`src/rtl/e1fa_pkg.sv`:
```
// Package: shared geometry of the 2.048 Mbit/s frame and the state types
// of the two alignment machines. All positions derive from slot size/count.
package e1fa_pkg;
    localparam int SLOT_BITS  = 8;
    localparam int SLOTS      = 32;
    localparam int FRAME_BITS = SLOT_BITS * SLOTS;
    localparam int POS_W      = $clog2(FRAME_BITS);
    localparam int SLOT_W     = $clog2(SLOTS);
    localparam int BIT_W      = $clog2(SLOT_BITS);
    localparam int MF_FRAMES  = 16;
    localparam int FNUM_W     = $clog2(MF_FRAMES);
    localparam int FAS_LEN    = 7;
    localparam int MFAS_LEN   = 4;
    localparam int SIG_SLOT   = 16;

    typedef logic [POS_W-1:0]  pos_t;
    typedef logic [FNUM_W-1:0] fnum_t;

    localparam logic [FAS_LEN-1:0] FAS_WORD = 7'b0011011;
    // Last bit of the frame, the odd-frame marker, the FAS end and MFAS end.
    localparam pos_t POS_LAST     = pos_t'(FRAME_BITS - 1);
    localparam pos_t POS_MARK     = pos_t'(1);
    localparam pos_t POS_FAS_END  = pos_t'(FAS_LEN);
    localparam pos_t POS_MFAS_END = pos_t'(SIG_SLOT * SLOT_BITS + MFAS_LEN - 1);

    typedef enum logic [1:0] {FS_HUNT, FS_CHK_ODD, FS_CHK_EVEN, FS_LOCK} fsync_t;
    typedef enum logic [1:0] {MS_HUNT, MS_CHK, MS_LOCK} msync_t;
endpackage

```
`src/rtl/e1fa_pos_counter.sv`:
```
// Bit position / frame parity / multiframe frame number counter.
// Assumes: load_fas and load_mf are only raised in cycles with bit_en high.
// A load_fas means the current bit closed an alignment word in an even frame.
module e1fa_pos_counter
    import e1fa_pkg::*;
(
    input  logic  clk,
    input  logic  rst_n,
    input  logic  bit_en,
    input  logic  load_fas,
    input  logic  load_mf,
    output pos_t  pos_o,
    output logic  even_o,
    output fnum_t fnum_o
);
    pos_t  pos_q;
    logic  even_q;
    fnum_t fnum_q;

    // Advance the bit position, or snap it to the bit after the alignment word.
    always_ff @(posedge clk) begin
        if (!rst_n) begin
            pos_q  <= '0;
            even_q <= 1'b0;
        end else if (bit_en) begin
            if (load_fas) begin
                pos_q  <= POS_FAS_END + pos_t'(1);
                even_q <= 1'b1;
            end else if (pos_q == POS_LAST) begin
                pos_q  <= '0;
                even_q <= ~even_q;
            end else begin
                pos_q  <= pos_q + pos_t'(1);
            end
        end
    end

    // Frame number within the multiframe: cleared on a candidate, bumped per frame.
    always_ff @(posedge clk) begin
        if (!rst_n) begin
            fnum_q <= '0;
        end else if (bit_en) begin
            if (load_mf)
                fnum_q <= '0;
            else if (pos_q == POS_LAST && !load_fas)
                fnum_q <= fnum_q + fnum_t'(1);
        end
    end

    assign pos_o  = pos_q;
    assign even_o = even_q;
    assign fnum_o = fnum_q;
endmodule

```
`src/rtl/e1fa_frame_sync.sv`:
```
// Frame alignment machine: hunt for the alignment word, confirm with the
// odd-frame marker and a second word two frames later, then hold lock until
// LOF_LIMIT consecutive errored words. Assumes win_i includes the current bit
// as its LSB and pos_i/even_i describe that current bit.
module e1fa_frame_sync
    import e1fa_pkg::*;
#(
    parameter int LOF_LIMIT = 3
) (
    input  logic               clk,
    input  logic               rst_n,
    input  logic               bit_en,
    input  logic [FAS_LEN-1:0] win_i,
    input  pos_t               pos_i,
    input  logic               even_i,
    output logic               load_fas_o,
    output logic               locked_o,
    output logic               lof_pulse_o
);
    localparam int ERR_W = $clog2(LOF_LIMIT + 1);

    fsync_t             state_q, state_d;
    logic [ERR_W-1:0]   err_q, err_d;
    logic               lof_d, lof_q;
    logic               fas_ok, at_fas, at_mark;

    assign fas_ok  = (win_i == FAS_WORD);
    assign at_fas  = bit_en && (pos_i == POS_FAS_END) && even_i;
    assign at_mark = bit_en && (pos_i == POS_MARK) && !even_i;
    assign load_fas_o = (state_q == FS_HUNT) && bit_en && fas_ok;

    // Next-state, error count and loss pulse for the alignment machine.
    always_comb begin
        state_d = state_q;
        err_d   = err_q;
        lof_d   = 1'b0;
        unique case (state_q)
            FS_HUNT: begin
                err_d = '0;
                if (load_fas_o) state_d = FS_CHK_ODD;
            end
            FS_CHK_ODD: begin
                if (at_mark) state_d = win_i[0] ? FS_CHK_EVEN : FS_HUNT;
            end
            FS_CHK_EVEN: begin
                if (at_fas) state_d = fas_ok ? FS_LOCK : FS_HUNT;
            end
            FS_LOCK: begin
                if (at_fas) begin
                    if (fas_ok) begin
                        err_d = '0;
                    end else if (err_q == ERR_W'(LOF_LIMIT - 1)) begin
                        err_d   = '0;
                        lof_d   = 1'b1;
                        state_d = FS_HUNT;
                    end else begin
                        err_d = err_q + ERR_W'(1);
                    end
                end
            end
            default: state_d = FS_HUNT;
        endcase
    end

    // State registers of the alignment machine.
    always_ff @(posedge clk) begin
        if (!rst_n) begin
            state_q <= FS_HUNT;
            err_q   <= '0;
            lof_q   <= 1'b0;
        end else begin
            state_q <= state_d;
            err_q   <= err_d;
            lof_q   <= lof_d;
        end
    end

    assign locked_o    = (state_q == FS_LOCK);
    assign lof_pulse_o = lof_q;
endmodule

```
`src/rtl/e1fa_mf_sync.sv`:
```
// Multiframe alignment machine: while frame-aligned, takes an all-zero
// signalling-slot nibble in an even frame as a candidate, confirms it one
// multiframe later and drops after LOMF_LIMIT consecutive errors.
// Assumes nib_zero_i reflects the four most recent bits including the current one.
module e1fa_mf_sync
    import e1fa_pkg::*;
#(
    parameter int LOMF_LIMIT = 2
) (
    input  logic  clk,
    input  logic  rst_n,
    input  logic  bit_en,
    input  logic  frame_locked_i,
    input  logic  nib_zero_i,
    input  pos_t  pos_i,
    input  logic  even_i,
    input  fnum_t fnum_i,
    output logic  load_mf_o,
    output logic  locked_o,
    output logic  lomf_pulse_o
);
    localparam int ERR_W = $clog2(LOMF_LIMIT + 1);

    msync_t           state_q, state_d;
    logic [ERR_W-1:0] err_q, err_d;
    logic             lomf_d, lomf_q;
    logic             at_nib, at_mf0;

    assign at_nib    = bit_en && (pos_i == POS_MFAS_END) && even_i;
    assign at_mf0    = at_nib && (fnum_i == '0);
    assign load_mf_o = frame_locked_i && (state_q == MS_HUNT) && at_nib && nib_zero_i;

    // Next-state, error count and loss pulse for the multiframe machine.
    always_comb begin
        state_d = state_q;
        err_d   = err_q;
        lomf_d  = 1'b0;
        if (!frame_locked_i) begin
            state_d = MS_HUNT;
            err_d   = '0;
        end else begin
            unique case (state_q)
                MS_HUNT: begin
                    err_d = '0;
                    if (load_mf_o) state_d = MS_CHK;
                end
                MS_CHK: begin
                    if (at_mf0) state_d = nib_zero_i ? MS_LOCK : MS_HUNT;
                end
                MS_LOCK: begin
                    if (at_mf0) begin
                        if (nib_zero_i) begin
                            err_d = '0;
                        end else if (err_q == ERR_W'(LOMF_LIMIT - 1)) begin
                            err_d   = '0;
                            lomf_d  = 1'b1;
                            state_d = MS_HUNT;
                        end else begin
                            err_d = err_q + ERR_W'(1);
                        end
                    end
                end
                default: state_d = MS_HUNT;
            endcase
        end
    end

    // State registers of the multiframe machine.
    always_ff @(posedge clk) begin
        if (!rst_n) begin
            state_q <= MS_HUNT;
            err_q   <= '0;
            lomf_q  <= 1'b0;
        end else begin
            state_q <= state_d;
            err_q   <= err_d;
            lomf_q  <= lomf_d;
        end
    end

    assign locked_o     = (state_q == MS_LOCK);
    assign lomf_pulse_o = lomf_q;
endmodule

```
`src/rtl/e1_frame_align.sv`:
```
// Top: E1 frame and multiframe alignment detector. Keeps a sliding window of
// the last line bits, shares one position counter between the two alignment
// machines and reports the position of the next bit to arrive.
// Assumes one line bit per cycle with bit_en high, bit 1 of each slot first.
module e1_frame_align
    import e1fa_pkg::*;
#(
    parameter int LOF_LIMIT  = 3,
    parameter int LOMF_LIMIT = 2
) (
    input  logic                        clk,
    input  logic                        rst_n,
    input  logic                        bit_en,
    input  logic                        bit_in,
    output logic                        in_frame,
    output logic                        in_mframe,
    output logic [e1fa_pkg::SLOT_W-1:0] slot_idx,
    output logic [e1fa_pkg::BIT_W-1:0]  bit_idx,
    output logic [e1fa_pkg::FNUM_W-1:0] frame_num,
    output logic                        lof_pulse,
    output logic                        lomf_pulse
);
    logic [FAS_LEN-2:0] win_q;
    logic [FAS_LEN-1:0] win_now;
    pos_t               pos;
    logic               even;
    fnum_t              fnum;
    logic               load_fas, load_mf, f_locked, m_locked;

    assign win_now = {win_q, bit_in};

    // Sliding window of the most recent line bits.
    always_ff @(posedge clk) begin
        if (!rst_n)      win_q <= '1;
        else if (bit_en) win_q <= win_now[FAS_LEN-2:0];
    end

    e1fa_pos_counter u_cnt (
        .clk      (clk),
        .rst_n    (rst_n),
        .bit_en   (bit_en),
        .load_fas (load_fas),
        .load_mf  (load_mf),
        .pos_o    (pos),
        .even_o   (even),
        .fnum_o   (fnum)
    );

    e1fa_frame_sync #(.LOF_LIMIT(LOF_LIMIT)) u_fsync (
        .clk         (clk),
        .rst_n       (rst_n),
        .bit_en      (bit_en),
        .win_i       (win_now),
        .pos_i       (pos),
        .even_i      (even),
        .load_fas_o  (load_fas),
        .locked_o    (f_locked),
        .lof_pulse_o (lof_pulse)
    );

    e1fa_mf_sync #(.LOMF_LIMIT(LOMF_LIMIT)) u_msync (
        .clk            (clk),
        .rst_n          (rst_n),
        .bit_en         (bit_en),
        .frame_locked_i (f_locked),
        .nib_zero_i     (win_now[MFAS_LEN-1:0] == '0),
        .pos_i          (pos),
        .even_i         (even),
        .fnum_i         (fnum),
        .load_mf_o      (load_mf),
        .locked_o       (m_locked),
        .lomf_pulse_o   (lomf_pulse)
    );

    assign in_frame  = f_locked;
    assign in_mframe = m_locked && f_locked;
    assign slot_idx  = pos[POS_W-1:BIT_W];
    assign bit_idx   = pos[BIT_W-1:0];
    assign frame_num = fnum;
endmodule

```
`config.mk`:
```
export PLATFORM = sky130hd
export DESIGN_NAME = e1_frame_align
export DESIGN_NICKNAME = d
export VERILOG_FILES = /design/src/rtl/e1fa_pkg.sv /design/src/rtl/e1fa_pos_counter.sv /design/src/rtl/e1fa_frame_sync.sv /design/src/rtl/e1fa_mf_sync.sv /design/src/rtl/e1_frame_align.sv
export SDC_FILE = /design/constraint.sdc
export NUM_CORES = 1
export LEC_CHECK = 0
export ABC_CLOCK_PERIOD_IN_PS = 4700
export CORE_MARGIN = 2
export CORE_UTILIZATION = 67
export DETAILED_ROUTE_END_ITERATION = 12
export DONT_BUFFER_PORTS = 1
export GPL_TIMING_DRIVEN = 0
export MAX_ROUTING_LAYER = met4
export PLACE_DENSITY_LB_ADDON = 0.05
export SETUP_SLACK_MARGIN = 0.1
export SLEW_MARGIN = 20
export SYNTH_ARGS = -nofsm -noshare
export SYNTH_HDL_FRONTEND = slang
export SYNTH_HIERARCHICAL = 1
export SYNTH_SLANG_ARGS = --single-unit
```
`constraint.sdc`:
```
create_clock -name clk -period 4.7 [get_ports clk]
set_input_delay 0.94 -clock clk [delete_from_list [all_inputs] [get_ports clk]]
set_output_delay 0.94 -clock clk [all_outputs]
set_load 0.02 [all_outputs]
```
=== After elaboration in Yosys (flattened, before gate mapping) ===
Index checks and enable logic that the tools add are counted.

* Bits in registers: 29
* Output and inout bits: 16
* Logic and storage cells: 108

* Add/subtract/negate cells: 4
* Eq/ne operators: 23
* Muxes and demuxes: 32
* Bitwise gates (word level): 6
* Reduce and logical (&&, ||, !) cells: 33

{| class="wikitable"
|+ Operators with widths
! operator !! number
|-
| two-way mux 2 bit || 20
|-
| equality test 8 bit, second input constant || 2
|-
| two-way mux 8 bit || 2
|-
| logical AND 1 bit || 14
|-
| != test 2 x 1 -> 1 bit, second input constant || 7
|-
| AND reduction 2 bit || 5
|-
| adder 8 x 1 -> 8 bit, second input constant || 1
|-
| equality test 2 bit, second input constant || 4
|-
| equality test 8 x 1 -> 1 bit, second input constant || 1
|-
| equality test 8 x 3 -> 1 bit, second input constant || 1
|-
| zero test 4 bit || 2
|-
| two-way mux 4 bit || 2
|-
| != test 2 bit, second input constant || 4
|-
| one-hot mux 2 bit (2 select lines) || 2
|-
| one-hot mux 2 bit (4 select lines) || 1
|-
| nonzero test 2 bit || 4
|-
| equality test 7 x 5 -> 1 bit, second input constant || 1
|-
| equality test 2 x 1 -> 1 bit, second input constant || 3
|-
| NOT 1 bit || 6
|-
| one-hot mux 2 bit (3 select lines) || 1
|-
| AND reduction 6 bit || 1
|-
| AND reduction 5 bit || 1
|-
| OR reduction 5 bit || 1
|-
| adder 2 x 1 -> 2 bit, second input constant || 2
|-
| 5 further kinds || 10
|}

=== Longest topological paths before layout ===
* Depth in word-level cells: 7
* Depth in mapped cells: 8
* Gate-level depth less buffers: 7

=== Hierarchy ===
Netlist, hierarchy kept.

{| class="wikitable"
|+ Modules (own cells, without submodules)
! module !! instances !! cells each !! area an instance (µm²) !! seq. area each (µm²)
|-
| e1fa_pos_counter || 1 || 90 || 770.7 || 260.2
|-
| e1fa_frame_sync || 1 || 51 || 404.1 || 100.1
|-
| e1fa_mf_sync || 1 || 35 || 297.8 || 100.1
|-
| e1_frame_align || 1 || 21 || 226.5 || 120.1
|}

=== Worst setup path before layout ===
No wires, ideal clock.

* Kind: input-to-reg
* Start point: input bit_in
* End point: register u_cnt.fnum_q[1] (netlist: u_cnt/fnum_o[1])
* Setup time: 0.130 ns
* Arrival time: 2.627 ns
* Data required time: 4.570 ns
* Setup slack: 1.943 ns
* Stages on the path: 7
* Cell sequence: nor4_1 > inv_1 > or4_4 > nor2_1 > and4b_1 > nand3_1 > o211ai_1

* Elaborated cells on any way between the ends: 9
* Those cells by class: eq/ne (1); mux (1); reduce/logical (7)

{| class="wikitable"
|+ RTL lines
! what !! line !! text
|-
| from (decl) || e1_frame_align.sv:14 || <nowiki>input logic bit_in,</nowiki>
|-
| zero test 4 bit (*) || e1_frame_align.sv:66 || <nowiki>.nib_zero_i (win_now[MFAS_LEN-1:0] == '0),</nowiki>
|-
| logical AND 1 bit (*) || e1fa_mf_sync.sv:31 || <nowiki>assign load_mf_o = frame_locked_i && (state_q == MS_HUNT) && at_nib && nib_zero_i;</nowiki>
|-
| via load_mf || e1_frame_align.sv:28 || <nowiki>logic load_fas, load_mf, f_locked, m_locked;</nowiki>
|-
| nonzero test 2 bit (no source line) || -- ||
|-
| AND reduction 2 bit (no source line) || -- ||
|-
| to (signal assigned) || e1fa_pos_counter.sv:46 || <nowiki>fnum_q <= fnum_q + fnum_t'(1);</nowiki>
|-
| to (decl) || e1fa_pos_counter.sv:18 || <nowiki>fnum_t fnum_q;</nowiki>
|}

The timed path passes the listed nets; every way through them passes the cells marked *.
A chain may end at the register's enable or synchronous reset.

=== Worst setup path after layout ===
Ends and elaborated chain as after synthesis.

==> flow_summary.toml <==
[outcome]
status = "finished clean"

[route]
drt_wl_total_um = 3860
detail_route.wl_per_cell_um = 16.4
first_pass_iters = 4
first_iter_violations = 75
final_antenna_net_count = 0
vias_per_cell = 6.81
drc = 0
route.vias.total = 1600

[synth]
synth_most_common_cell = "dfxtp_1"
synthFlopType = "dfxtp_1"
avgSynthCellArea_um2 = 8.63
seq_area_frac_synth_pct = 34.2
async_flop_share_pct = 0
synthCells = 197
synthTopCellsByCount = "dfxtp_1 (29), nand2_1 (17), nand3_1 (10)"
synth_top_area_cell = "dfxtp_1"
synth.net_count = 203
synth_top_area_share_pct = 34.2
synth_cell_type_count = 55
synth_area_um2 = 1700
synthTopCellsByArea = "dfxtp_1 (34%), nand2_1 (3.8%), mux2i_1 (3.5%)"
yosysWarnings = 6
synth_edf_count = 0
synth-seq-cells = 29

[place]
place.port_buffers = 0
gp_congestion = 0.851
dp_hpwl_um = 2660

[power]
ir_worst_vdd_mv = 0.267
leakage_nw = 0.616
p_per_area_nw_per_um2 = 289

[finish]
final_net_count = 210
multi_input_area_um2 = 1030
drive_above_1_share_pct = 10.2
synthToLayoutAreaGrowth_pct = 8.25
register_area_um2 = 581
final_core_util_pct = 75.6
n_fill_cell = 196
diodes = 0

[clock_tree]
cts_max_path_buffers = 2
numCtsBuffers = 5
htreeDepth = 2
post_cts_resized = 0
postCtsSetupBuffers = 0
clock_latency_ns = 0.34
cts_tree = "built"
cts-root-buf = "clkbuf_4"
path_clk_slew_ns = 0.10
holdBufCountCts = 0
cts.sinks = 29

[grt]
grt_pass1_wl_um = 5970
antenna_found_initial = 0
grt_max_degree = 15
grt_pass1_vias = 1347
overflow = 0
grt_use_total_pct = 29.0

[timing]
slew_violations = 0
setup_viol = 0
rsz0062_at_grt = "no"
min_period_ns = 2.77
worstMarginPinSlew_ns = 0.689
final.setup.tns_ns = 0
skew_ns = 0.0105
hold_viol_final = 0
timing.final.crit_share_pct = 58.9
clock.fmax_mhz = 361
maxSlewHeadroom_pct = 53.7

[die]
core_um2 = 2430
die_w_um = 54.4
die_area_um2 = 2960
pin_count = 20
initial_core_util_pct = 69.9
std_cell_rows = 18
die_h_um = 54.4

[setup_path]
r2r-end = "u_cnt/fnum_o[1]"
critPathMaxFanout = 8
end_kind = "flop"
critPathKind = "primary input to flop"
reg2regPathDepth = 6
worst-r2r-setup-slack_ns = 2.10
required_ns = 4.91
worst_r2r_startpoint = "u_cnt/pos_o[7]"
worstPathArrival_ns = 2.98
crit_path_start_kind = "primary input"

[hold_path]
hp-class = "flop to flop"
hold_start = "u_msync/err_q[1]"
worstHoldPathCells = 2
whs_endpoint = "u_msync/err_q[1]"

[run]
drv_cap = 0
## stage by stage
step | cell area (um^2) | hold slack [ns] | power (mW) | instances | setup WS (ns)
after detailed placement | 1740 | 0.450 | 0.279 | 227 | 1.58
after CTS | 1840 | 0.463 | 0.532 | 235 | 1.91
after global placement | 1740 | 0.443 | 0.278 | 227 | 1.59
after floorplan | 1700 | 0.429 | 0.275 | 197 | 1.94
after global routing | 1840 | 0.488 | 0.545 | 235 | 1.74
final | 1840 | 0.474 | 0.531 | 235 | 1.93
## registers in the layout, summed over array words and instances, names as in the netlist
signal / flops
u_fsync/err_q: 2
u_cnt/even_o: 1
u_cnt/fnum_o: 4
win_q: 6
u_cnt/pos_o: 8
u_fsync/lof_pulse_o: 1
u_fsync/state_q: 2
u_msync/state_q: 2
u_msync/err_q: 2
u_msync/lomf_pulse_o: 1
## metal layers
layer	wire length (um)	GRT usage, %	vias to the layer above
met4	51	12.1	0
li1	-	-	774
met5	0	-	-
met3	228	9.02	8
met1	1740	35.6	763
met2	1840	44.0	55
## worst max-delay path, stage by stage
cell	delay, ns
nor4_1	0.57
inv_1	0.09
or4_4	0.57
nor2_1	0.40
and4b_1	0.25
nand3_1	0.08
o211ai_1	0.09
## cell families (layout without fill, tap and decap cells)
group | count (synthesis) | after routing | share of synthesized area (%)
flops | 29 | 29 | 34.2
compound gates | 42 | 42 | 17.7
xor+xnor | 2 | 2 | 1.03
mux | 6 | 6 | 3.53
fa+ha+maj | 2 | 2 | 1.47
buf+inv | 17 | 25 | 5.15
simple gates | 99 | 99 | 37.0
## cells in the final DEF, fill, tap and decap left out, types with 4 or more instances in the layout
master,instances
dfxtp_1,29
nand2_1,17
nand3_1,10
nor2_1,9
nand4_1,8
inv_1,8
o21ai_0,7
nand2b_1,7
a21oi_1,7
nand3b_1,7
mux2i_1,6
clkbuf_4,5
nor3_1,5
or3_1,4
a31oi_1,4
a211oi_1,4
## area by class of cell
type | instances | share of cell area [%]
multi-input cells | 151 | 56.1
flip-flops and latches | 29 | 31.6
clock inverters | 3 | 3.54
plain buffers | 8 | 2.93
clock buffers | 5 | 2.04
well taps | 30 | 2.04
inverters | 9 | 1.84
## worst max-delay path by stage
stage / start / endpoint / slack [ns] / cells past startpoint
after floorplan: bit_in / u_cnt/fnum_o[1] / 1.94 / 7
final: bit_in / u_cnt/fnum_o[1] / 1.93 / 7
after CTS: bit_in / u_cnt/fnum_o[1] / 1.91 / 7
after global placement: bit_in / u_cnt/fnum_o[1] / 1.59 / 7
after detailed placement: bit_in / u_cnt/fnum_o[1] / 1.58 / 7
after global routing: bit_in / u_cnt/fnum_o[1] / 1.74 / 7
## power by group
group / switching (mW) / total, mW / internal [mW]
Sequential: 0.00570 / 0.254 / 0.248
Clock: 0.0925 / 0.257 / 0.165
Combinational: 0.0107 / 0.0200 / 0.00931
(Power assumes the default switching activity.)
